[config.mk]
export PLATFORM = sky130hd
export DESIGN_NAME = nvm_word_ctrl
export DESIGN_NICKNAME = d
export VERILOG_FILES = /design/src/rtl/nvm_ctrl_pkg.sv /design/src/rtl/nvm_phase_timer.sv /design/src/rtl/nvm_cell_array.sv /design/src/rtl/nvm_sequencer.sv /design/src/rtl/nvm_word_ctrl.sv
export SDC_FILE = /design/constraint.sdc
export NUM_CORES = 1
export LEC_CHECK = 0
export BUFFER_PORTS_ARGS = -buffer_cell sky130_fd_sc_hd__buf_2
export CAP_MARGIN = 20
export CORE_UTILIZATION = 64
export CTS_BUF_LIST = sky130_fd_sc_hd__clkbuf_2 sky130_fd_sc_hd__clkbuf_4 sky130_fd_sc_hd__clkbuf_8
export CTS_CLUSTER_SIZE = 24
export DETAILED_ROUTE_END_ITERATION = 8
export PLACE_DENSITY = 0.9
export SLEW_MARGIN = 30
export SYNTH_ARGS = -nofsm -noshare
export SYNTH_HDL_FRONTEND = slang
export SYNTH_SLANG_ARGS = --single-unit
[constraint.sdc]
create_clock -name clk_i -period 8 [get_ports clk_i]
set_input_delay 1.2 -clock clk_i [delete_from_list [all_inputs] [get_ports clk_i]]
set_output_delay 1.2 -clock clk_i [all_outputs]
set_load 0.05 [all_outputs]
[src/rtl/nvm_ctrl_pkg.sv]
package nvm_ctrl_pkg;
  typedef enum logic [2:0] {
    ST_IDLE,
    ST_ERASE,
    ST_PROG,
    ST_RD_ROW,
    ST_RD_CG,
    ST_RD_SENSE
  } nvm_state_e;
endpackage

[src/rtl/nvm_phase_timer.sv]
module nvm_phase_timer #(
  parameter int PHASE_CYCLES = 2304
) (
  input  logic clk_i,
  input  logic rst_ni,
  input  logic run_i,
  output logic expire_o
);
  localparam int CW = $clog2(PHASE_CYCLES + 1);
  localparam logic [CW-1:0] LAST = CW'(PHASE_CYCLES - 1);

  logic [CW-1:0] cnt_q;

  assign expire_o = run_i && (cnt_q == LAST);

  always_ff @(posedge clk_i or negedge rst_ni) begin
    if (!rst_ni)                 cnt_q <= '0;
    else if (!run_i || expire_o) cnt_q <= '0;
    else                         cnt_q <= cnt_q + 1'b1;
  end

  AST_CNT_RANGE: assert property (@(posedge clk_i) disable iff (!rst_ni)
    cnt_q <= LAST);
  AST_CNT_IDLE_ZERO: assert property (@(posedge clk_i) disable iff (!rst_ni)
    !run_i |=> (cnt_q == '0));
endmodule

[src/rtl/nvm_cell_array.sv]
module nvm_cell_array #(
  parameter int WORDS = 32,
  parameter int WIDTH = 16,
  localparam int AW = $clog2(WORDS)
) (
  input  logic             clk_i,
  input  logic             clr_we_i,
  input  logic             set_we_i,
  input  logic [AW-1:0]    addr_i,
  input  logic [WIDTH-1:0] set_data_i,
  output logic [WIDTH-1:0] rd_data_o
);
  logic [WIDTH-1:0] mem_q [WORDS];

  // contents survive reset: no reset branch
  always_ff @(posedge clk_i) begin
    if (clr_we_i)      mem_q[addr_i] <= '0;
    else if (set_we_i) mem_q[addr_i] <= mem_q[addr_i] | set_data_i;
  end

  assign rd_data_o = mem_q[addr_i];

  always_comb begin
    AST_SINGLE_WRITE: assert (!(clr_we_i && set_we_i));
  end
endmodule

[src/rtl/nvm_sequencer.sv]
module nvm_sequencer
  import nvm_ctrl_pkg::*;
#(
  parameter int WORDS = 32,
  parameter int WIDTH = 16,
  localparam int AW = $clog2(WORDS)
) (
  input  logic             clk_i,
  input  logic             rst_ni,
  input  logic             rd_i,
  input  logic             ers_i,
  input  logic             pgm_i,
  input  logic [AW-1:0]    addr_i,
  input  logic [WIDTH-1:0] din_i,
  input  logic             expire_i,
  input  logic [WIDTH-1:0] rd_data_i,
  output logic             run_o,
  output logic             clr_we_o,
  output logic             set_we_o,
  output logic [AW-1:0]    addr_o,
  output logic [WIDTH-1:0] set_data_o,
  output logic [WIDTH-1:0] dout_o,
  output logic             busy_o,
  output logic             done_o,
  output logic             row_sel_o,
  output logic             cg_o,
  output logic             sense_en_no,
  output logic             erase_o,
  output logic             prog_o
);
  nvm_state_e       state_q;
  logic [AW-1:0]    addr_q;
  logic [WIDTH-1:0] din_q;
  logic [WIDTH-1:0] dout_q;
  logic             erase_only_q;
  logic             done_q;

  always_ff @(posedge clk_i or negedge rst_ni) begin
    if (!rst_ni) begin
      state_q      <= ST_IDLE;
      addr_q       <= '0;
      din_q        <= '0;
      dout_q       <= '0;
      erase_only_q <= 1'b0;
      done_q       <= 1'b0;
    end else begin
      done_q <= 1'b0;
      unique case (state_q)
        ST_IDLE: begin
          // priority: erase-only, write, read
          if (ers_i) begin
            state_q      <= ST_ERASE;
            erase_only_q <= 1'b1;
            addr_q       <= addr_i;
          end else if (pgm_i) begin
            state_q      <= ST_ERASE;
            erase_only_q <= 1'b0;
            addr_q       <= addr_i;
            din_q        <= din_i;
          end else if (rd_i) begin
            state_q <= ST_RD_ROW;
            addr_q  <= addr_i;
          end
        end
        ST_ERASE: if (expire_i) begin
          if (erase_only_q) begin
            state_q <= ST_IDLE;
            done_q  <= 1'b1;
          end else begin
            state_q <= ST_PROG;
          end
        end
        ST_PROG: if (expire_i) begin
          state_q <= ST_IDLE;
          done_q  <= 1'b1;
        end
        ST_RD_ROW: state_q <= ST_RD_CG;
        ST_RD_CG:  state_q <= ST_RD_SENSE;
        ST_RD_SENSE: begin
          dout_q  <= rd_data_i;
          state_q <= ST_IDLE;
          done_q  <= 1'b1;
        end
        default: state_q <= ST_IDLE;
      endcase
    end
  end

  assign run_o       = (state_q == ST_ERASE) || (state_q == ST_PROG);
  assign clr_we_o    = (state_q == ST_ERASE) && expire_i;
  assign set_we_o    = (state_q == ST_PROG) && expire_i;
  assign addr_o      = addr_q;
  assign set_data_o  = din_q;
  assign dout_o      = dout_q;
  assign busy_o      = (state_q != ST_IDLE);
  assign done_o      = done_q;
  assign erase_o     = (state_q == ST_ERASE);
  assign prog_o      = (state_q == ST_PROG);
  assign row_sel_o   = (state_q == ST_RD_ROW) || (state_q == ST_RD_CG) ||
                       (state_q == ST_RD_SENSE);
  assign cg_o        = (state_q == ST_RD_CG) || (state_q == ST_RD_SENSE);
  assign sense_en_no = (state_q != ST_RD_SENSE);

  AST_CG_NEEDS_ROW: assert property (@(posedge clk_i) disable iff (!rst_ni)
    cg_o |-> row_sel_o);
  AST_SENSE_NEEDS_CG: assert property (@(posedge clk_i) disable iff (!rst_ni)
    !sense_en_no |-> (cg_o && $past(cg_o)));
  AST_ROW_BEFORE_CG: assert property (@(posedge clk_i) disable iff (!rst_ni)
    $rose(cg_o) |-> $past(row_sel_o));
  AST_ERASE_BEFORE_PROG: assert property (@(posedge clk_i) disable iff (!rst_ni)
    $rose(prog_o) |-> $past(erase_o));
  AST_PHASE_EXCL: assert property (@(posedge clk_i) disable iff (!rst_ni)
    !(erase_o && prog_o));
  AST_ACCEPT_BUSY: assert property (@(posedge clk_i) disable iff (!rst_ni)
    (!busy_o && (rd_i || ers_i || pgm_i)) |=> busy_o);
  AST_BUSY_ADDR_HOLD: assert property (@(posedge clk_i) disable iff (!rst_ni)
    (busy_o && $past(busy_o)) |-> $stable(addr_q));
  AST_DONE_PULSE: assert property (@(posedge clk_i) disable iff (!rst_ni)
    done_o |=> !done_o);
  AST_DONE_ENDS_BUSY: assert property (@(posedge clk_i) disable iff (!rst_ni)
    $fell(busy_o) |-> done_o);
  AST_DOUT_HOLD: assert property (@(posedge clk_i) disable iff (!rst_ni)
    sense_en_no |=> $stable(dout_o));
endmodule

[src/rtl/nvm_word_ctrl.sv]
module nvm_word_ctrl #(
  parameter int WORDS        = 32,
  parameter int WIDTH        = 16,
  parameter int PHASE_CYCLES = 2304,
  localparam int AW = $clog2(WORDS)
) (
  input  logic             clk_i,
  input  logic             rst_ni,
  input  logic             rd_i,
  input  logic             ers_i,
  input  logic             pgm_i,
  input  logic [AW-1:0]    addr_i,
  input  logic [WIDTH-1:0] din_i,
  output logic [WIDTH-1:0] dout_o,
  output logic             busy_o,
  output logic             done_o,
  output logic             row_sel_o,
  output logic             cg_o,
  output logic             sense_en_no,
  output logic             erase_o,
  output logic             prog_o
);
  logic             run, expire, clr_we, set_we;
  logic [AW-1:0]    cell_addr;
  logic [WIDTH-1:0] set_data, rd_data;

  nvm_phase_timer #(.PHASE_CYCLES(PHASE_CYCLES)) u_timer (
    .clk_i    (clk_i),
    .rst_ni   (rst_ni),
    .run_i    (run),
    .expire_o (expire)
  );

  nvm_cell_array #(.WORDS(WORDS), .WIDTH(WIDTH)) u_array (
    .clk_i      (clk_i),
    .clr_we_i   (clr_we),
    .set_we_i   (set_we),
    .addr_i     (cell_addr),
    .set_data_i (set_data),
    .rd_data_o  (rd_data)
  );

  nvm_sequencer #(.WORDS(WORDS), .WIDTH(WIDTH)) u_seq (
    .clk_i       (clk_i),
    .rst_ni      (rst_ni),
    .rd_i        (rd_i),
    .ers_i       (ers_i),
    .pgm_i       (pgm_i),
    .addr_i      (addr_i),
    .din_i       (din_i),
    .expire_i    (expire),
    .rd_data_i   (rd_data),
    .run_o       (run),
    .clr_we_o    (clr_we),
    .set_we_o    (set_we),
    .addr_o      (cell_addr),
    .set_data_o  (set_data),
    .dout_o      (dout_o),
    .busy_o      (busy_o),
    .done_o      (done_o),
    .row_sel_o   (row_sel_o),
    .cg_o        (cg_o),
    .sense_en_no (sense_en_no),
    .erase_o     (erase_o),
    .prog_o      (prog_o)
  );
endmodule

After elaboration in Yosys (flattened, before gate mapping)
Memories as Yosys holds them, arrays and structs flattened.
Cells that the tools add are included.
- register bits after elaboration: 54
- RAM bits: 512
- input bits: 26
- output and inout port bits: 23
- logic and storage cells: 62
- memories kept: 1
- add/sub/neg operators: 1
- eq/ne operators: 10
- mux-type cells: 23
- bitwise logic cells: 3
- reductions and logical operators: 17
- memories (memory ; depth ; width ; rd ports ; clocked after Yosys merged registers in ; wr ports ; line ; text):
    u_array.mem_q ; 32 ; 16 ; 1 ; 0 ; 1 ; nvm_cell_array.sv:13 ; logic [WIDTH-1:0] mem_q [WORDS];
- operators by type and width (kind ; count):
    2-to-1 mux 16 bit ; 1
    OR 16 bit ; 1
    2-to-1 mux 3 bit ; 5
    2-to-1 mux 5 bit ; 3
    one-hot mux 3 bit (5 select lines) ; 1
    adder 12 x 1 -> 12 bit (second input constant) ; 1
    equality test 12 bit (second input constant) ; 1
    2-to-1 mux 12 bit ; 1
    2-to-1 mux 1 bit ; 10
    equality test 3 x 2 -> 1 bit (second input constant) ; 2
    equality test 3 bit (second input constant) ; 2
    AND reduction 3 bit ; 2
    nonzero test 3 bit ; 2
    logical OR 1 bit ; 5
    inequality test 2 x 1 -> 1 bit (second input constant) ; 2
    inequality test 4 bit (second input constant) ; 1
    AND reduction 2 bit ; 2
    equality test 3 x 1 -> 1 bit (second input constant) ; 1
    logical AND 1 bit ; 3
    logical NOT 3 bit ; 1
    inequality test 3 bit (second input constant) ; 1
    one-hot mux 1 bit (3 select lines) ; 1
    2-to-1 mux 2 bit ; 1
    nonzero test 2 bit ; 1
    other kinds (3) ; 3

Depth between registers and ports, before layout
- word-level depth: 8
- gate-level depth with buffers: 7
- depth with buffers taken out: 5

Hierarchy
Synthesis repeated with hierarchy kept, for this count alone.
- cells, all modules: 1280
- area total of the unflattened synthesis: 22280.1 um2
- modules (own cells, without submodules) (module ; times used ; cells an instance ; area each (um2) ; sequential area each (um2)):
    nvm_cell_array ; 1 ; 1108 ; 19910.3 ; 15374.7
    nvm_sequencer ; 1 ; 115 ; 1754.2 ; 1051.0
    nvm_phase_timer ; 1 ; 57 ; 615.6 ; 300.3

Worst setup path before layout
OpenSTA, ideal clock, no wires.
- path type: flip-flop to output port
- start: reg u_seq.state_q[1]
- end: out row_sel_o
- arrival: 1843 ps
- required time: 6800 ps
- path slack: 4957 ps
- cell stages (with the launch flop): 5
- path buffers: 1
- path through: dfrtp_1 -> clkbuf_1 -> nor2_1 -> o2bb2ai_1 -> nand2b_1
- longest elaborated chain between the ends: 3
- elaborated cells on any way between the ends: 5
- classes of those cells: 3 x eq/ne; 2 x reduce/logical
- RTL lines (element ; line ; text):
    start: declaration ; nvm_sequencer.sv:31 ; nvm_state_e state_q;
    start signal: assignment ; nvm_sequencer.sv:40 ; state_q <= ST_IDLE;
    start signal: assignment ; nvm_sequencer.sv:52 ; state_q <= ST_ERASE;
    start signal: assignment ; nvm_sequencer.sv:56 ; state_q <= ST_ERASE;
    equality test 3 x 2 -> 1 bit or equality test 3 bit (tied branches) ; nvm_sequencer.sv:99 ; assign row_sel_o = (state_q == ST_RD_ROW) || (state_q == ST_RD_CG) ||
    logical OR 1 bit ; nvm_sequencer.sv:99 ;
    logical OR 1 bit (*) ; nvm_sequencer.sv:99 ;
    end: declaration ; nvm_word_ctrl.sv:17 ; output logic row_sel_o,
Mark *: on every way between the ends. The rest lies on a longest branch, timed or not.

Final worst setup path
- start: reg u_seq.addr_q[1], in the netlist u_seq.addr_o[1]
- end: mem u_array.mem_q[8][4], data pin
- longest elaborated chain between the ends: 3
- RTL lines (element ; line ; text):
    start: declaration ; nvm_sequencer.sv:32 ; logic [AW-1:0] addr_q;
    start signal: assignment ; nvm_sequencer.sv:54 ; addr_q <= addr_i;
    start signal: assignment ; nvm_sequencer.sv:58 ; addr_q <= addr_i;
    start signal: assignment ; nvm_sequencer.sv:62 ; addr_q <= addr_i;
    memory (32 x 16 bit) ; n/a ;
    OR 16 bit ; nvm_cell_array.sv:18 ; else if (set_we_i) mem_q[addr_i] <= mem_q[addr_i] | set_data_i;
    2-to-1 mux 16 bit (no source line) ; n/a ;
    end: declaration ; nvm_cell_array.sv:13 ;
Every way passes these cells.

==> flow_summary.json <==
{
  "routedWlPerCell_um": 34.58,
  "place_area_mm2": 0.02321,
  "vias": 14040,
  "hp-start": "u_timer.cnt_q[0]$_DFF_PN0_",
  "hold_path_class": "reg2reg",
  "hold_buffers": 0,
  "post_synth_xor_area_fraction_pct": 0.4366,
  "max_freq_mhz": 225.7,
  "drive_above_1_share_pct": 20.77,
  "drc": 0,
  "ant_nets": 0,
  "cts_buffers": 84,
  "insertion_delay_ns": 0.65,
  "die_area_mm2": 0.03523,
  "startpoint_type": "flop",
  "p_seq_share_pct": 44.2,
  "leakagePower_nw": 7.961,
  "drt-total-wl_mm": 65.99,
  "antenna_found_initial": 3,
  "critPathArrivalTime_ns": 4.67,
  "clkTransAtPathRegs_ns": 0.06,
  "fin_crit_ns": 4.432,
  "synth-simple-area-share_pct": 4.093,
  "fp.dieW_um": 187.7,
  "status": "finished clean",
  "ctsLongestPathBuffers": 3,
  "dp_hpwl_mm": 34.86,
  "clock-root-buffer": "clkbuf_8",
  "start_util_pct": 65.49,
  "syn_avg_cell_area_um2": 17.28,
  "worstPathCellList": "buf_12, buf_16, mux2i_1, o22ai_1, nor4_1, a31oi_4",
  "p_int_mw": 5.167,
  "synth_edf_count": 512,
  "crit_required_ns": 8.24,
  "cts_num_sinks": 566,
  "drt_iter0_markers": 2371,
  "finalSetupViolations": 0,
  "routed_via_density": 7.360,
  "grt_max_degree": 151,
  "dr.pass1.iters": 8,
  "area_delta_synth_final_pct": 12.65,
  "peakVddDrop_uv": 242.2,
  "synth_cells": 1277,
  "synth_area_leaders": "edfxtp_1, mux2i_1, dfrtp_1",
  "synth_seq_cells": 566,
  "critPathKind": "reg2reg",
  "synthDistinctLibCells": 45,
  "grt_setup_unrepaired": "false",
  "nets": 1423,
  "cts_setup_buffers": 0,
  "finalCritPeriodShare_pct": 55.39,
  "p_comb_share_pct": 27.6,
  "final_hold_viol_count": 0,
  "synth.top_cell.area_share_pct": 69.67,
  "dpl.cell_count": 1756,
  "yosysSeqAreaShare_pct": 75.79,
  "power_mw": 8.066,
  "synth_warnings": 0,
  "slowest_stage": "dfrtp_4",
  "n_fill_cell": 1710,
  "cp-end-kind": "flop",
  "power.switching_mw": 2.899,
  "yosysMostFrequentCell": "edfxtp_1",
  "r2r-start": "u_seq.addr_o[1]$_DFFE_PN0P_",
  "holdPathEnd": "u_timer.cnt_q[0]$_DFF_PN0_",
  "fin_cells": 1908,
  "min_path_cells": 1,
  "die_h_um": 187.7,
  "worst_slew_pin_slew_ns": 1.106,
  "grt_pass1_vias": 13910,
  "io_pins": 49,
  "yosysTopAreaCell": "edfxtp_1",
  "io_buffers": 48,
  "rows": 67,
  "grt_pass1_wl_mm": 92.35,
  "clock_skew_ns": 0.03849,
  "worstPathMaxFanout": 77,
  "slowest_delay_ns": 1.02,
  "syn_nets": 1304,
  "grt_overflow": 0,
  "cts_tree": "built",
  "pre_cts_ws_ns": 4.032,
  "netlist_top_cells_count": "edfxtp_1, mux2i_1, o22ai_1",
  "clkPwrFrac_pct": 28.2,
  "p_sw_share_pct": 35.94,
  "fin_area_mm2": 0.02486,
  "fin_setup_tns_ns": 0,
  "grt_usage_pct": 37.20,
  "drv_slew": 0,
  "synth_top_family_by_area": "multiplexers",
  "cap_viol_max_count": 0,
  "synthFlopType": "edfxtp_1",
  "cts-resized-gates": 0,
  "max_slew_margin_pct": 26.21,
  "ff2ff_setup_slack_ns": 3.57,
  "synthArstFlopShare_pct": 9.541,
  "synth_area_mm2": 0.02207,
  "power.density_mw_per_mm2": 324.4,
  "core_area_mm2": 0.03370,
  "yosys.area_share.adder_pct": 0.05670,
  "muxShareOfSynthArea_pct": 12.68,
  "reg2reg_depth": 6,
  "synth_compound_area_share_pct": 4.916,
  "ctsHtreeMaxLevel": 3,
  "gp_congestion": 0.9057,
  "setup_ws_ns": 3.568,
  "r2r_end": "u_array.mem_q[8][4]$_DFFE_PP_"
}
## power by group through the flow
| stage | clock [mW] | sequential (mW) | combinational, mW |
|---|---|---|---|
| 2_1_floorplan | 0 | 3.53 | 1.35 |
| 3_3_place_gp | 0 | 3.58 | 1.91 |
| 3_5_place_dp | 0 | 3.59 | 2.04 |
| 4_1_cts | 2.25 | 3.53 | 2.11 |
| 5_1_grt | 2.38 | 3.56 | 2.25 |
| 6_report | 2.28 | 3.56 | 2.23 |
## worst max-delay path, delay by kind of cell, from the launching register on
kind | cells | cell delay [ns]
simple gates | 1 | 0.80
mux | 1 | 0.49
compound gates | 2 | 0.59
flops | 1 | 1.02
buf+inv | 2 | 0.99
## routing by layer
layer | share of wire, % | wire length (um) | vias up | track usage, %
li1 | - | - | 5353 | -
met1 | 32 | 20990 | 6682 | 46.76
met2 | 44 | 28710 | 1609 | 54.29
met3 | 17 | 11450 | 399 | 14.60
met4 | 7.3 | 4834 | 0 | 23.67
met5 | 0 | 0 | - | 0.8242
## how the worst max path moves through the flow
stage | start | endpoint | slack [ns]
6_report | u_seq.addr_o[1]$_DFFE_PN0P_ | u_array.mem_q[8][4]$_DFFE_PP_ | 3.57
4_1_cts | u_seq.addr_o[1]$_DFFE_PN0P_ | u_array.mem_q[22][0]$_DFFE_PP_ | 3.76
5_1_grt | u_seq.addr_o[1]$_DFFE_PN0P_ | u_array.mem_q[24][11]$_DFFE_PP_ | 3.49
2_1_floorplan | u_seq.state_q[1]$_DFFE_PN0P_ | row_sel_o | 4.96
3_3_place_gp | u_seq.addr_o[2]$_DFFE_PN0P_ | u_array.mem_q[16][8]$_DFFE_PP_ | 4.07
3_5_place_dp | u_seq.addr_o[1]$_DFFE_PN0P_ | u_array.mem_q[20][12]$_DFFE_PP_ | 4.03
## registers in the layout (all words and copies together) (netlist names)
register and cells:
u_seq.dout_o 16, u_seq.state_q 3, u_seq.erase_only_q 1, u_seq.set_data_o 16
u_seq.done_o 1, u_seq.addr_o 5, u_timer.cnt_q 12, u_array.mem_q 512
## cells by family after synthesis
family,Yosys count
flops,566
simple gates,161
mux,277
fa+ha+maj,1
xor+xnor,11
buf+inv,93
compound gates,168
## layout make-up
class	count	area (um^2)	area share, %
Multi-Input combinational cell	618	5182	20.85
Tap cell	448	560.5	2.255
Timing Repair Buffer	106	735.7	2.959
Clock inverter	33	170.2	0.6845
Antenna cell	1	2.502	0.01007
Clock buffer	116	1403	5.642
Inverter	20	75.07	0.3020
Sequential cell	566	16730	67.30
## placed cells by master, fill, tap and decap left out, types with 17 or more instances in the layout
cell,instances
clkbuf_8,85
buf_4,53
mux2i_1,256
nor2_1,51
clkbuf_4,31
clkinv_1,18
mux2_2,21
nor4_1,32
o22ai_1,124
a31oi_1,17
edfxtp_1,512
buf_2,48
dfrtp_1,52
inv_1,20
## stage by stage
step,hold WS [ns],util (%)
finish,0.4903,73.77
global route,0.5299,73.76
CTS,0.4972,73.54
detailed placement,0.4870,68.88
global placement,0.4774,68.43
floorplan,0.4546,-
(Power assumes the default switching activity.)
